==> config.mk <==
export PLATFORM = sky130hd
export DESIGN_NAME = ode_step_engine
export DESIGN_NICKNAME = d
export VERILOG_FILES = /design/src/rtl/ode_step_pkg.sv /design/src/rtl/ode_mul_unit.sv /design/src/rtl/ode_alu_unit.sv /design/src/rtl/ode_step_ctrl.sv /design/src/rtl/ode_step_engine.sv
export SDC_FILE = /design/constraint.sdc
export NUM_CORES = 1
export LEC_CHECK = 0
export CORE_AREA = 2 2 183 203
export CTS_CLUSTER_DIAMETER = 150
export DETAILED_ROUTE_END_ITERATION = 8
export DIE_AREA = 0 0 185 205
export PLACE_DENSITY = 0.78
export SKIP_CTS_REPAIR_TIMING = 1
export SLEW_MARGIN = 20
export SYNTH_ARGS = -nofsm -noshare
export SYNTH_HDL_FRONTEND = slang
export SYNTH_SLANG_ARGS = --single-unit
==> constraint.sdc <==
create_clock -name clk -period 12.35 [get_ports clk]
set_input_delay 2.47 -clock clk [delete_from_list [all_inputs] [get_ports clk]]
set_output_delay 2.47 -clock clk [all_outputs]
set_load 0.01 [all_outputs]
==> src/rtl/ode_step_pkg.sv <==
package ode_step_pkg;
    typedef enum logic [2:0] {
        ST_IDLE,
        ST_STEP1,
        ST_STEP2,
        ST_STEP3,
        ST_STEP4,
        ST_FINISH
    } step_state_t;

    typedef enum logic [1:0] {
        ALU_ADD,
        ALU_SUB,
        ALU_LT
    } alu_op_t;

    localparam int N_MUL = 2;
    localparam int N_ALU = 2;
endpackage

==> src/rtl/ode_mul_unit.sv <==
module ode_mul_unit #(
    parameter int WIDTH = 16
) (
    input  logic [WIDTH-1:0] a_i,
    input  logic [WIDTH-1:0] b_i,
    output logic [WIDTH-1:0] p_o
);
    // The low WIDTH bits of a product are the same for signed and unsigned operands.
    always_comb begin
        p_o = a_i * b_i;
    end
endmodule

==> src/rtl/ode_alu_unit.sv <==
module ode_alu_unit
    import ode_step_pkg::*;
#(
    parameter int WIDTH = 16
) (
    input  alu_op_t          op_i,
    input  logic [WIDTH-1:0] a_i,
    input  logic [WIDTH-1:0] b_i,
    output logic [WIDTH-1:0] r_o
);
    always_comb begin
        r_o = '0;
        unique case (op_i)
            ALU_ADD: r_o = a_i + b_i;
            ALU_SUB: r_o = a_i - b_i;
            ALU_LT:  r_o = {{(WIDTH-1){1'b0}}, ($signed(a_i) < $signed(b_i))};
            default: r_o = '0;
        endcase
    end
endmodule

==> src/rtl/ode_step_ctrl.sv <==
module ode_step_ctrl
    import ode_step_pkg::*;
(
    input  logic        clk,
    input  logic        rst_n,
    input  logic        start_i,
    output step_state_t state_o,
    output logic        done_o
);
    step_state_t state_q, state_d;

    always_comb begin
        state_d = state_q;
        unique case (state_q)
            ST_IDLE:   if (start_i) state_d = ST_STEP1;
            ST_STEP1:  state_d = ST_STEP2;
            ST_STEP2:  state_d = ST_STEP3;
            ST_STEP3:  state_d = ST_STEP4;
            ST_STEP4:  state_d = ST_FINISH;
            ST_FINISH: state_d = ST_IDLE;
            default:   state_d = ST_IDLE;
        endcase
    end

    always_ff @(posedge clk or negedge rst_n) begin
        if (!rst_n) state_q <= ST_IDLE;
        else        state_q <= state_d;
    end

    always_ff @(posedge clk or negedge rst_n) begin
        if (!rst_n) done_o <= 1'b0;
        else        done_o <= (state_q == ST_STEP4);
    end

    assign state_o = state_q;

    // done lasts exactly one cycle
    a_r5_done_single: assert property (@(posedge clk) disable iff (!rst_n)
        done_o |=> !done_o);
    // done follows the fourth step
    a_r5_done_after_step4: assert property (@(posedge clk) disable iff (!rst_n)
        (state_q == ST_STEP4) |=> done_o);
    // a busy controller never starts a new schedule
    a_r6_no_restart: assert property (@(posedge clk) disable iff (!rst_n)
        (state_q != ST_IDLE) |=> (state_q != ST_STEP1));
endmodule

==> src/rtl/ode_step_engine.sv <==
module ode_step_engine
    import ode_step_pkg::*;
#(
    parameter int WIDTH = 16
) (
    input  logic             clk,
    input  logic             rst_n,
    input  logic             start_i,
    input  logic [WIDTH-1:0] x_i,
    input  logic [WIDTH-1:0] y_i,
    input  logic [WIDTH-1:0] u_i,
    input  logic [WIDTH-1:0] dx_i,
    input  logic [WIDTH-1:0] a_i,
    output logic [WIDTH-1:0] xl_o,
    output logic [WIDTH-1:0] yl_o,
    output logic [WIDTH-1:0] ul_o,
    output logic             c_o,
    output logic             done_o
);
    localparam logic [WIDTH-1:0] K3 = WIDTH'(3);

    step_state_t state;

    ode_step_ctrl ctrl_i (
        .clk     (clk),
        .rst_n   (rst_n),
        .start_i (start_i),
        .state_o (state),
        .done_o  (done_o)
    );

    // captured operands
    logic [WIDTH-1:0] x_q, y_q, u_q, dx_q, a_q;
    // intermediate values, named by the operation that produces them
    logic [WIDTH-1:0] v1_q, v2_q, v3_q, v4_q, v6_q, v7_q, v8_q, v10_q;
    logic             v11_q;

    logic [WIDTH-1:0] mul_a [N_MUL];
    logic [WIDTH-1:0] mul_b [N_MUL];
    logic [WIDTH-1:0] mul_p [N_MUL];
    alu_op_t          alu_op [N_ALU];
    logic [WIDTH-1:0] alu_a  [N_ALU];
    logic [WIDTH-1:0] alu_b  [N_ALU];
    logic [WIDTH-1:0] alu_r  [N_ALU];

    for (genvar m = 0; m < N_MUL; m++) begin : g_mul
        ode_mul_unit #(.WIDTH(WIDTH)) mul_i (
            .a_i (mul_a[m]),
            .b_i (mul_b[m]),
            .p_o (mul_p[m])
        );
    end

    for (genvar k = 0; k < N_ALU; k++) begin : g_alu
        ode_alu_unit #(.WIDTH(WIDTH)) alu_i (
            .op_i (alu_op[k]),
            .a_i  (alu_a[k]),
            .b_i  (alu_b[k]),
            .r_o  (alu_r[k])
        );
    end

    // operand steering: fixed binding of the operations to the shared units
    always_comb begin
        for (int m = 0; m < N_MUL; m++) begin
            mul_a[m] = '0;
            mul_b[m] = '0;
        end
        for (int k = 0; k < N_ALU; k++) begin
            alu_op[k] = ALU_ADD;
            alu_a[k]  = '0;
            alu_b[k]  = '0;
        end
        unique case (state)
            ST_STEP1: begin
                mul_a[0] = K3;    mul_b[0] = x_q;    // v1
                mul_a[1] = u_q;   mul_b[1] = dx_q;   // v2
                alu_op[0] = ALU_ADD; alu_a[0] = x_q; alu_b[0] = dx_q; // v10
            end
            ST_STEP2: begin
                mul_a[0] = v1_q;  mul_b[0] = v2_q;   // v3
                mul_a[1] = K3;    mul_b[1] = y_q;    // v6
                alu_op[1] = ALU_LT; alu_a[1] = v10_q; alu_b[1] = a_q; // v11
            end
            ST_STEP3: begin
                mul_a[0] = v6_q;  mul_b[0] = dx_q;   // v7
                mul_a[1] = u_q;   mul_b[1] = dx_q;   // v8
                alu_op[0] = ALU_SUB; alu_a[0] = u_q; alu_b[0] = v3_q; // v4
            end
            ST_STEP4: begin
                alu_op[0] = ALU_SUB; alu_a[0] = v4_q; alu_b[0] = v7_q; // v5
                alu_op[1] = ALU_ADD; alu_a[1] = y_q;  alu_b[1] = v8_q; // v9
            end
            ST_IDLE, ST_FINISH: begin
            end
            default: begin
            end
        endcase
    end

    // operand capture, accepted only in idle
    always_ff @(posedge clk or negedge rst_n) begin
        if (!rst_n) begin
            x_q <= '0; y_q <= '0; u_q <= '0; dx_q <= '0; a_q <= '0;
        end else if (state == ST_IDLE && start_i) begin
            x_q <= x_i; y_q <= y_i; u_q <= u_i; dx_q <= dx_i; a_q <= a_i;
        end
    end

    // intermediate registers
    always_ff @(posedge clk or negedge rst_n) begin
        if (!rst_n) begin
            v1_q <= '0; v2_q <= '0; v3_q <= '0; v4_q <= '0;
            v6_q <= '0; v7_q <= '0; v8_q <= '0; v10_q <= '0; v11_q <= 1'b0;
        end else begin
            unique case (state)
                ST_STEP1: begin
                    v1_q  <= mul_p[0];
                    v2_q  <= mul_p[1];
                    v10_q <= alu_r[0];
                end
                ST_STEP2: begin
                    v3_q  <= mul_p[0];
                    v6_q  <= mul_p[1];
                    v11_q <= alu_r[1][0];
                end
                ST_STEP3: begin
                    v7_q <= mul_p[0];
                    v8_q <= mul_p[1];
                    v4_q <= alu_r[0];
                end
                ST_IDLE, ST_STEP4, ST_FINISH: begin
                end
                default: begin
                end
            endcase
        end
    end

    // result registers, loaded as the fourth step completes
    always_ff @(posedge clk or negedge rst_n) begin
        if (!rst_n) begin
            xl_o <= '0; yl_o <= '0; ul_o <= '0; c_o <= 1'b0;
        end else if (state == ST_STEP4) begin
            xl_o <= v10_q;
            c_o  <= v11_q;
            ul_o <= alu_r[0];
            yl_o <= alu_r[1];
        end
    end

    // captured operands hold while busy
    a_r6_operands_held: assert property (@(posedge clk) disable iff (!rst_n)
        (state != ST_IDLE) |=> $stable({x_q, y_q, u_q, dx_q, a_q}));
    // outputs move only at completion
    a_r7_outputs_hold: assert property (@(posedge clk) disable iff (!rst_n)
        (state != ST_STEP4) |=> $stable({xl_o, yl_o, ul_o, c_o}));
    // delivered xl matches the captured operands
    a_r1_xl_sum: assert property (@(posedge clk) disable iff (!rst_n)
        done_o |-> (xl_o == WIDTH'(x_q + dx_q)));
    // flag agrees with the delivered xl and the captured bound
    a_r4_flag_match: assert property (@(posedge clk) disable iff (!rst_n)
        done_o |-> (c_o == ($signed(xl_o) < $signed(a_q))));
endmodule

==> run_results.csv <==
group,metric,value,unit
floorplan,pin_count,133,
route,via_count,17300,
cells_and_area,n_fill_cell,2889,
setup_path,crit_arrival,8330,ps
timing,period_minus_slack,7920,ps
route,first_pass_iters,6,
global_routing,grt_use_total,35.4,%
cells_and_area,design_area,23900,sq um
cells_and_area,stdcell_count,2936,
timing,rsz0062_at_grt,"no",
synthesis,synth_edf_count,0,
flow_run,maxCapViolCount,0,
synthesis,synth_area,21300,sq um
placement,place_area,22800,sq um
global_routing,grt-ovfl-total,0,
timing,setup_slack,4430,ps
setup_path,crit_slowest_cell,"nor2b_1",
global_routing,grt.busiest_layer,"met2",
cells_and_area,drive_gt1_share,7.88,%
setup_path,endpoint_kind,"flop",
global_routing,grtUsageMet2,55.8,%
min_path,hold_end,"xl_o[7]$_DFFE_PN0P_",
clocking,root_buffer,"clkbuf_16",
route,detail-route-antenna-nets,0,
run_status,status,"complete, no violations",
synthesis,synth-main-ff-cell,"dfrtp_1",
setup_path,path_cells,"buf_4, nor2b_1, nand2_4, o21ai_1, nand3_1, fa_1, fa_1, fa_1, fa_1, inv_1, fa_1, inv_1, fa_1, inv_1, ha_1, nand2_1, o31ai_1, a21o_1, a21oi_1, xor2_1, o21ai_0",
setup_path,r2r_start,"ctrl_i.state_o[0]$_DFFE_PN0P_",
min_path,holdCritStartpoint,"xl_o[7]$_DFFE_PN0P_",
synthesis,syn_avg_cell_area,8.98,sq um
cells_and_area,seqCellArea,6560,sq um
route,via_per_inst,5.90,
route,routed_wl,65300,um
synthesis,synth_cell_types,71,
clocking,clkTransAtPathRegs,60,ps
timing,finalSetupTns,0,ps
global_routing,grt_pass1_vias,17400,
setup_path,worstPathRequired,12760,ps
placement,place.gp.congestion,1.01,
setup_path,cp-start-kind,"flop",
placement,dp_cells,2886,
clocking,htree_levels,1,
setup_path,crit_fanout,68,
global_routing,use_met3,7.56,%
floorplan,fp.dieArea,37900,sq um
clocking,cts_buffers,28,
min_path,hold_depth,2,
cells_and_area,nets,2819,
timing,period_share,64.1,%
timing,maxSlewHeadroom,31.7,%
placement,dp_slack,4230,ps
setup_path,crit_buf_inv,4,
setup_path,worst-setup-path-type,"reg2reg",
setup_path,critPathTopFamily,"adder cells",
synthesis,syn_nets,2757,
setup_path,r2r_cells,21,
global_routing,grt_max_degree,128,
timing,hold_violations,0,
floorplan,die_x,185,um
setup_path,rr_endpoint,"v6_q[14]$_DFFE_PN0N_",
clocking,clock_path_buffers,3,
clocking,cts_tree,"built",
floorplan,core_region_area,35800,sq um
synthesis,ys_warn_count,0,
placement,post-dp-hpwl,49900,um
min_path,hold_path_class,"reg2reg",
cells_and_area,area_delta_synth_final,12.5,%
timing,setup_viol,0,
setup_path,max_stage_delay,900,ps
floorplan,initial_core_util,59.4,%
timing,finClkSkew,18.8,ps
synthesis,syn_inst,2367,
timing,max_freq,126,MHz
timing,drv_slew,0,
setup_path,cp_common_cell,"fa_1",
synthesis,synthArstFlopShare,100,%
synthesis,seq_area_frac_synth,30.8,%
placement,numPortBuffers,132,
floorplan,rows,73,
clocking,cts_sinks,262,
floorplan,die_h,205,um
global_routing,grt_first_pass_wirelength,101000,um
synthesis,synth_seq_cells,262,
global_routing,grt_use_met1,47.3,%
route,drt_iter0_markers,1870,
route,drc_errors,0,
cells_and_area,multi_input_area,13200,sq um
clocking,insertion_delay,570,ps
setup_path,r2r_slack,4430,ps
global_routing,antenna_found_initial,0,
timing,worst_slew_pin_slew,1020,ps
cells_and_area,antennaDiodeCount,0,
route,wl_per_cell,22.3,um
## worst register-to-register path, cell delays in order, from the launching register on
cell and delay [ps]:
dfrtp_2 390, buf_4 330, nor2b_1 960, nand2_4 590, o21ai_1 780, nand3_1 200
fa_1 520, fa_1 570, fa_1 440, fa_1 540, inv_1 50, fa_1 480
inv_1 50, fa_1 470, inv_1 40, ha_1 340, nand2_1 90, o31ai_1 380
a21o_1 180, a21oi_1 70, xor2_1 190, o21ai_0 100
## worst max path at each step
stage,end,startpoint,cells after the start,slack (ps)
final,v6_q[14]$_DFFE_PN0N_,ctrl_i.state_o[0]$_DFFE_PN0P_,21,4430
after global routing,v8_q[14]$_DFFE_PN0N_,ctrl_i.state_o[0]$_DFFE_PN0P_,21,4070
after CTS,v6_q[14]$_DFFE_PN0N_,ctrl_i.state_o[0]$_DFFE_PN0P_,21,4210
after detailed placement,v6_q[14]$_DFFE_PN0N_,ctrl_i.state_o[0]$_DFFE_PN0P_,21,4230
after global placement,v6_q[14]$_DFFE_PN0N_,ctrl_i.state_o[0]$_DFFE_PN0P_,21,4370
after floorplan,v3_q[15]$_DFFE_PN0N_,ctrl_i.state_o[0]$_DFFE_PN0P_,27,5480
## layout by cell type, fill, tap and decap left out, types with 40 or more instances in the layout
master and n:
a21oi_1 89, a22oi_1 44, clkdlybuf4s50_1 131, dfrtp_1 260
fa_1 162, ha_1 145, inv_1 275, mux2_2 92
nand2_1 438, nand3_1 40, nor2_1 161, o21ai_0 165
xnor2_1 67
## per-layer routing
metal | part of all wire (%) | vias up
met1 | 40 | 8480
met5 | 0 | -
met2 | 46 | 832
met3 | 9.4 | 180
li1 | - | 7818
met4 | 5.3 | 0
## flip-flops by register name (all words and copies together) (netlist names)
name / count
v8_q: 16
v6_q: 16
v3_q: 16
ul_o: 16
v2_q: 16
a_q: 16
yl_o: 16
v10_q: 16
c_o: 1
v1_q: 16
ctrl_i.done_o: 1
xl_o: 16
v11_q: 1
y_q: 16
x_q: 16
dx_q: 16
u_q: 16
v7_q: 16
ctrl_i.state_o: 3
v4_q: 16
## cell type report
cell class / instances / share of cell area [%]
multi-input combinational: 1711 / 55.1
timing repair buffer: 150 / 6.11
sequential: 262 / 27.4
clock buffer: 36 / 3.31
tap: 487 / 2.55
inverter: 276 / 4.33
clock inverter: 14 / 1.14
## cells in the mapped netlist, drive strengths merged (44+ instances only)
cell type,number,area (sq um)
a21oi,92,479
mux2,94,1060
nor2,162,611
fa,162,3240
clkbuf,92,347
ha,145,1810
dfrtp,262,6560
o21ai,180,905
nand2,442,1660
a22oi,44,330
xnor2,68,603
inv,276,1040
## cells by family (layout without fill, tap and decap cells)
kind of cell | after synthesis | after routing | synth area share [%]
adder cells (fa/ha/maj) | 307 | 307 | 23.8
multiplexers | 110 | 110 | 5.73
buffers and inverters | 394 | 476 | 7.30
XOR/XNOR | 110 | 110 | 5.03
AND/OR/NAND/NOR | 769 | 769 | 15.5
flip-flops | 262 | 262 | 30.8
AO/OA/AOI/OAI | 415 | 415 | 11.8
## through the flow
step | hold slack (ps) | utilization, %
final | 477 | 66.8
after CTS | 477 | 66.8
after floorplan | 438 | -
after global placement | 456 | 63.8
after global routing | 499 | 66.8
after detailed placement | 462 | 63.8
Power is not shown: default switching activity piles up to over one toggle a cycle in this logic, so the estimate is an artifact.
